**src/rtl/mfm_pkg.sv**
```systemverilog
package mfm_pkg;
  parameter int SMP_W = 16;
  parameter int ACC_W = 32;
  localparam int BIN_W = 2 * SMP_W;
  localparam int BUS_W = 2 * ACC_W;
  localparam int PIPE_LAT = 3;
  localparam int HEAD_W = ACC_W - SMP_W + 1;

  typedef struct packed {
    logic adv;       // advance all multiplier stages
    logic profLoad;  // capture an inverse-transform sample
  } mfmStrobe_t;

  // clamp a signed ACC_W word to signed SMP_W
  function automatic logic [SMP_W-1:0] satNarrow(input logic [ACC_W-1:0] v);
    logic [HEAD_W-1:0] head;
    head = v[ACC_W-1:SMP_W-1];
    if ((&head) || !(|head)) return v[SMP_W-1:0];
    else if (v[ACC_W-1]) return {1'b1, {(SMP_W-1){1'b0}}};
    else return {1'b0, {(SMP_W-1){1'b1}}};
  endfunction

  // clamp a signed ACC_W+1 sum to signed ACC_W
  function automatic logic [ACC_W-1:0] satSum(input logic [ACC_W:0] v);
    if (v[ACC_W] == v[ACC_W-1]) return v[ACC_W-1:0];
    else if (v[ACC_W]) return {1'b1, {(ACC_W-1){1'b0}}};
    else return {1'b0, {(ACC_W-1){1'b1}}};
  endfunction
endpackage

```
**src/rtl/mfm_ctrl.sv**
```systemverilog
module mfm_ctrl
  import mfm_pkg::*;
(
  input  logic       clk,
  input  logic       rstN,
  input  logic       inValid,
  input  logic       inLast,
  output logic       inReady,
  output logic       prodValid,
  input  logic       prodReady,
  output logic       prodLast,
  input  logic       ifftValid,
  input  logic       ifftLast,
  output logic       ifftReady,
  output logic       profValid,
  input  logic       profReady,
  output logic       profLast,
  output mfmStrobe_t stb
);
  logic [PIPE_LAT-1:0] vPipe;
  logic [PIPE_LAT-1:0] lPipe;
  logic profV, profL;

  // one enable for every stage: the output slot is free or is being taken
  always_comb begin
    stb.adv      = !vPipe[PIPE_LAT-1] || prodReady;
    ifftReady    = !profV || profReady;
    stb.profLoad = ifftValid && ifftReady;
  end

  assign inReady   = stb.adv;
  assign prodValid = vPipe[PIPE_LAT-1];
  assign prodLast  = lPipe[PIPE_LAT-1];
  assign profValid = profV;
  assign profLast  = profL;

  always_ff @(posedge clk) begin
    if (!rstN) begin
      vPipe <= '0;
      lPipe <= '0;
      profV <= 1'b0;
      profL <= 1'b0;
    end else begin
      if (stb.adv) begin
        vPipe <= {vPipe[PIPE_LAT-2:0], inValid};
        lPipe <= {lPipe[PIPE_LAT-2:0], inValid && inLast};
      end
      if (stb.profLoad) begin
        profV <= 1'b1;
        profL <= ifftLast;
      end else if (profReady) begin
        profV <= 1'b0;
        profL <= 1'b0;
      end
    end
  end
endmodule

```
**src/rtl/mfm_datapath.sv**
```systemverilog
module mfm_datapath
  import mfm_pkg::*;
(
  input  logic             clk,
  input  logic             rstN,
  input  mfmStrobe_t       stb,
  input  logic [SMP_W-1:0] smpRe,
  input  logic [SMP_W-1:0] smpIm,
  output logic [BUS_W-1:0] fwdFeed,
  input  logic [BUS_W-1:0] fwdResult,
  output logic [BIN_W-1:0] fwdSpec,
  input  logic [BIN_W-1:0] inSig,
  input  logic [BIN_W-1:0] inRef,
  output logic [BUS_W-1:0] prodData,
  input  logic [BUS_W-1:0] ifftData,
  output logic [SMP_W-1:0] profRe,
  output logic [SMP_W-1:0] profIm
);
  logic [BIN_W-1:0] smpPair;
  logic [BIN_W-1:0] profNarrow;
  assign smpPair = {smpIm, smpRe};

  // component 0 = real, component 1 = imaginary
  for (genvar c = 0; c < 2; c++) begin : gComp
    assign fwdFeed[c*ACC_W +: ACC_W] =
      {{(ACC_W-SMP_W){smpPair[c*SMP_W+SMP_W-1]}}, smpPair[c*SMP_W +: SMP_W]};
    assign fwdSpec[c*SMP_W +: SMP_W]    = satNarrow(fwdResult[c*ACC_W +: ACC_W]);
    assign profNarrow[c*SMP_W +: SMP_W] = satNarrow(ifftData[c*ACC_W +: ACC_W]);
  end

  logic signed [SMP_W-1:0] aRe, aIm, bRe, bIm;
  assign aRe = inSig[SMP_W-1:0];
  assign aIm = inSig[BIN_W-1:SMP_W];
  assign bRe = inRef[SMP_W-1:0];
  assign bIm = inRef[BIN_W-1:SMP_W];

  logic signed [ACC_W-1:0] pRR, pII, pIR, pRI;
  logic signed [ACC_W:0]   sumRe, difIm;
  logic [ACC_W-1:0]        s2Re, s2Im, oRe, oIm;

  assign sumRe = (ACC_W+1)'(pRR) + (ACC_W+1)'(pII);
  assign difIm = (ACC_W+1)'(pIR) - (ACC_W+1)'(pRI);

  always_ff @(posedge clk) begin
    if (!rstN) begin
      pRR <= '0; pII <= '0; pIR <= '0; pRI <= '0;
      s2Re <= '0; s2Im <= '0; oRe <= '0; oIm <= '0;
    end else if (stb.adv) begin
      pRR  <= ACC_W'(aRe) * ACC_W'(bRe);
      pII  <= ACC_W'(aIm) * ACC_W'(bIm);
      pIR  <= ACC_W'(aIm) * ACC_W'(bRe);
      pRI  <= ACC_W'(aRe) * ACC_W'(bIm);
      s2Re <= satSum(sumRe);
      s2Im <= satSum(difIm);
      oRe  <= s2Re;
      oIm  <= s2Im;
    end
  end

  assign prodData = {oIm, oRe};

  always_ff @(posedge clk) begin
    if (!rstN) begin
      profRe <= '0;
      profIm <= '0;
    end else if (stb.profLoad) begin
      profRe <= profNarrow[SMP_W-1:0];
      profIm <= profNarrow[BIN_W-1:SMP_W];
    end
  end
endmodule

```
**src/rtl/mf_spec_mult.sv**
```systemverilog
module mf_spec_mult
  import mfm_pkg::*;
(
  input  logic             clk,
  input  logic             rstN,
  input  logic [SMP_W-1:0] smpRe,
  input  logic [SMP_W-1:0] smpIm,
  output logic [BUS_W-1:0] fwdFeed,
  input  logic [BUS_W-1:0] fwdResult,
  output logic [BIN_W-1:0] fwdSpec,
  input  logic             inValid,
  output logic             inReady,
  input  logic [BIN_W-1:0] inSig,
  input  logic [BIN_W-1:0] inRef,
  input  logic             inLast,
  output logic             prodValid,
  input  logic             prodReady,
  output logic [BUS_W-1:0] prodData,
  output logic             prodLast,
  input  logic             ifftValid,
  output logic             ifftReady,
  input  logic [BUS_W-1:0] ifftData,
  input  logic             ifftLast,
  output logic             profValid,
  input  logic             profReady,
  output logic [SMP_W-1:0] profRe,
  output logic [SMP_W-1:0] profIm,
  output logic             profLast
);
  mfmStrobe_t stb;

  mfm_ctrl u_ctrl (
    .clk(clk), .rstN(rstN),
    .inValid(inValid), .inLast(inLast), .inReady(inReady),
    .prodValid(prodValid), .prodReady(prodReady), .prodLast(prodLast),
    .ifftValid(ifftValid), .ifftLast(ifftLast), .ifftReady(ifftReady),
    .profValid(profValid), .profReady(profReady), .profLast(profLast),
    .stb(stb)
  );

  mfm_datapath u_dp (
    .clk(clk), .rstN(rstN), .stb(stb),
    .smpRe(smpRe), .smpIm(smpIm), .fwdFeed(fwdFeed),
    .fwdResult(fwdResult), .fwdSpec(fwdSpec),
    .inSig(inSig), .inRef(inRef), .prodData(prodData),
    .ifftData(ifftData), .profRe(profRe), .profIm(profIm)
  );
endmodule

```
**config.mk**
```make
export PLATFORM = sky130hd
export DESIGN_NAME = mf_spec_mult
export DESIGN_NICKNAME = d
export VERILOG_FILES = /design/src/rtl/mfm_pkg.sv /design/src/rtl/mfm_ctrl.sv /design/src/rtl/mfm_datapath.sv /design/src/rtl/mf_spec_mult.sv
export SDC_FILE = /design/constraint.sdc
export NUM_CORES = 2
export LEC_CHECK = 0
export BUFFER_PORTS_ARGS = -buffer_cell sky130_fd_sc_hd__buf_2
export CAP_MARGIN = 20
export CORE_ASPECT_RATIO = 0.9
export CORE_MARGIN = 1
export CORE_UTILIZATION = 62
export CTS_CLUSTER_SIZE = 24
export DETAILED_ROUTE_END_ITERATION = 16
export PLACE_DENSITY = 0.82
export SYNTH_ARGS = -nofsm -noshare
export SYNTH_HDL_FRONTEND = slang
export SYNTH_SLANG_ARGS = --single-unit
```
**constraint.sdc**
```tcl
create_clock -name clk -period 10.6 [get_ports clk]
set_input_delay 1.59 -clock clk [delete_from_list [all_inputs] [get_ports clk]]
set_output_delay 1.59 -clock clk [all_outputs]
set_load 0.005 [all_outputs]
```
==> results.sh <==
export IMPL_status="complete, no violations"
export IMPL_drtPass1Iterations=6
export IMPL_post_cts_setup_buffer_count=0
export IMPL_holdCritPathClass="reg -> reg"
export IMPL_grt_setup_unrepaired="false"
export IMPL_die_y_um=282
export IMPL_area_delta_synth_final_pct=5.35
export IMPL_synth_cell_types=75
export IMPL_arrival_ns=8.86
export IMPL_drv_cap=0
export IMPL_insertion_delay_ns=0.59
export IMPL_drv_slew=0
export IMPL_tritoncts="built"
export IMPL_place_port_buffers=333
export IMPL_startpoint="inRef[4]"
export IMPL_path_class="in -> reg"
export IMPL_initial_core_util=0.627
export IMPL_finalSetupTns_ns=0
export IMPL_syn_nets=7952
export IMPL_grt_max_degree=112
export IMPL_worstSetupEndpointType="flip-flop"
export IMPL_grt_pass1_wl_mm=233
export IMPL_drcViolationCount=0
export IMPL_hp_start="u_dp.oIm[10]"
export IMPL_fill_cells=7014
export IMPL_multi_input_area_mm2=0.0418
export IMPL_root_buffer="clkbuf_16"
export IMPL_drive_above_1_share=0.0723
export IMPL_dp_slack_ns=2.05
export IMPL_hpwl_mm=108
export IMPL_cp_required_ns=11.07
export IMPL_fin_crit_sh=0.791
export IMPL_synthCells=6278
export IMPL_fin_nets=7964
export IMPL_yosysWarnings=0
export IMPL_slew_limit_headroom=0.211
export IMPL_clk_pin_slew_ns=0.06
export IMPL_crit_path_max_fanout=32
export IMPL_ys_ff_latch=296
export IMPL_clock_sinks=296
export IMPL_dpl_cell_area_mm2=0.0557
export IMPL_ys_flop_type="dfxtp_1"
export IMPL_vias_per_cell=5.78
export IMPL_final_area_mm2=0.0570
export IMPL_hold_viol_final=0
export IMPL_synthArstFlopShare=0
export IMPL_syn_cell_area_mm2=0.0541
export IMPL_wl_per_cell_um=19.2
export IMPL_hold_buffers=0
export IMPL_fin_worst_skew_ns=0.0328
export IMPL_grt_antenna_before_repair=12
export IMPL_cts_resized=0
export IMPL_cts_buffers_inserted=36
export IMPL_grt_usage=0.335
export IMPL_seqCellArea_mm2=0.00593
export IMPL_ios=430
export IMPL_drt_initial_drc_count=3987
export IMPL_setup_worst_path_start_class="input port"
export IMPL_rows=102
export IMPL_htree_levels=2
export IMPL_syn_area_per_cell_um2=8.62
export IMPL_fmax_ghz=0.119
export IMPL_core_area_mm2=0.0863
export IMPL_drt_wl_total_mm=144
export IMPL_die_w_um=313
export IMPL_worst_slack_ns=2.22
export IMPL_tightest_slew_ns=1.17
export IMPL_first_global_vias=44500
export IMPL_gp_congestion=0.966
export IMPL_reg2reg_from="u_dp.pRR[0]"
export IMPL_synth_edf_count=0
export IMPL_ant_nets=0
export IMPL_vias=43200
export IMPL_ys_seq_area_frac=0.109
export IMPL_r2r_slack_ns=6.26
export IMPL_cts_max_path_buffers=3
export IMPL_grt_overflow=0
export IMPL_setup_viol=0
export IMPL_fin_crit_ns=8.38
export IMPL_die_area_mm2=0.0885
==> cell usage in the layout, fill, tap and decap left out, drive strengths merged, types with 13 or more instances in the layout <==
master / count
nand4: 29
and3: 15
or2: 13
inv: 1249
fa: 1050
o21ai: 243
o21bai: 19
buf: 358
xnor2: 143
nand2: 845
nor2: 128
and2: 504
dfxtp: 296
nand3: 54
o211ai: 13
a211oi: 29
maj3: 15
a21o: 105
nand2b: 73
clkbuf: 45
a31oi: 48
nor4: 21
a21oi: 403
o21a: 27
xor2: 48
nor2b: 14
nor3: 24
ha: 392
==> registers in the layout, indices dropped and copies added, names as in the netlist, 32 cells and up <==
register	flops
u_dp.pRI	32
u_dp.pII	32
u_dp.s2Im	32
u_dp.pIR	32
u_dp.s2Re	32
u_dp.oIm	32
u_dp.oRe	32
u_dp.pRR	32
==> critical path, cell delays in order <==
cell and delay [ns]:
buf_2 0.59, nand2_1 0.22, fa_1 0.63, inv_1 0.07, fa_1 0.81, fa_1 0.54
fa_1 0.52, fa_1 0.49, inv_1 0.05, fa_1 0.47, inv_1 0.04, ha_1 0.37
nand4_1 0.28, o41ai_1 1.11, or4_1 0.26, a31o_2 0.16, a21o_1 0.14, a21oi_1 0.09
and4b_1 0.21, nor4_1 0.20
==> layout make-up <==
cell class / instances / share of cell area
Antenna cell: 7 / 0.000307
Clock buffer: 42 / 0.0169
Clock inverter: 23 / 0.00463
Inverter: 1245 / 0.0822
Multi-Input combinational cell: 4350 / 0.734
Sequential cell: 296 / 0.104
Tap cell: 1144 / 0.0251
Timing Repair Buffer: 361 / 0.0332
==> synth_stat cells, types with 4 or more instances <==
master,instances,area share
and2_1,503,0.058
a21oi_1,402,0.037
nand2b_1,73,0.0084
nand4b_1,5,0.00081
nor3_1,24,0.0022
nand3_1,54,0.0050
maj3_1,15,0.0028
buf_1,9,0.00062
nor3b_1,4,0.00055
nor4_1,21,0.0024
clkbuf_1,309,0.021
a31oi_1,48,0.0055
or3_1,11,0.0013
o31ai_1,8,0.0011
o21bai_1,19,0.0026
a21o_1,105,0.015
o31a_1,5,0.00081
or2_2,13,0.0015
a211oi_1,29,0.0040
mux2_2,4,0.00083
inv_1,1243,0.086
xnor2_1,143,0.023
o211ai_1,12,0.0017
o21ai_0,240,0.022
and3_1,14,0.0016
nor2_1,128,0.0089
fa_1,1050,0.39
nand2_1,845,0.059
a41o_1,5,0.00092
dfxtp_1,296,0.11
xor2_1,48,0.0078
ha_1,392,0.091
buf_4,64,0.0089
nand4_1,29,0.0034
nor2b_1,14,0.0016
buf_2,4,0.00037
o21a_1,27,0.0037
a41oi_1,4,0.00065
a221o_1,4,0.00074
==> per-stage QoR <==
step           hold slack [ns]  std cells   util
4_1_cts                  0.450       7456  0.660
2_1_floorplan            0.432       6278      -
6_report                 0.448       7468  0.661
5_1_grt                  0.468       7465  0.661
3_3_place_gp             0.437       7391  0.646
3_5_place_dp             0.442       7391  0.646
==> routing by layer <==
layer / GRT usage / share of wire
met5: 0 / 0.00034
met4: 0.166 / 0.058
met3: 0.0774 / 0.11
met2: 0.519 / 0.44
met1: 0.446 / 0.39
==> kinds of logic after synthesis <==
family	count (synthesis)	synth area share
AOI/OAI and AO/OA	948	0.103
xor gates and xnor gates	191	0.0309
adders and majority gates	1457	0.482
buffers and inverters	1632	0.118
DFF	296	0.109
muxes	4	0.000832
and+or+nand+nor	1750	0.156
==> final timing paths <==
path | end | depth (start not counted)
setup / recovery | u_dp.pIR[31] | 20
hold / removal | u_dp.oIm[10] | 2
setup reg to reg | u_dp.s2Re[30] | 15
hold reg to reg | u_dp.oIm[10] | 2
Power is not shown: default switching activity piles up to over one toggle a cycle in this logic, so the estimate is an artifact.
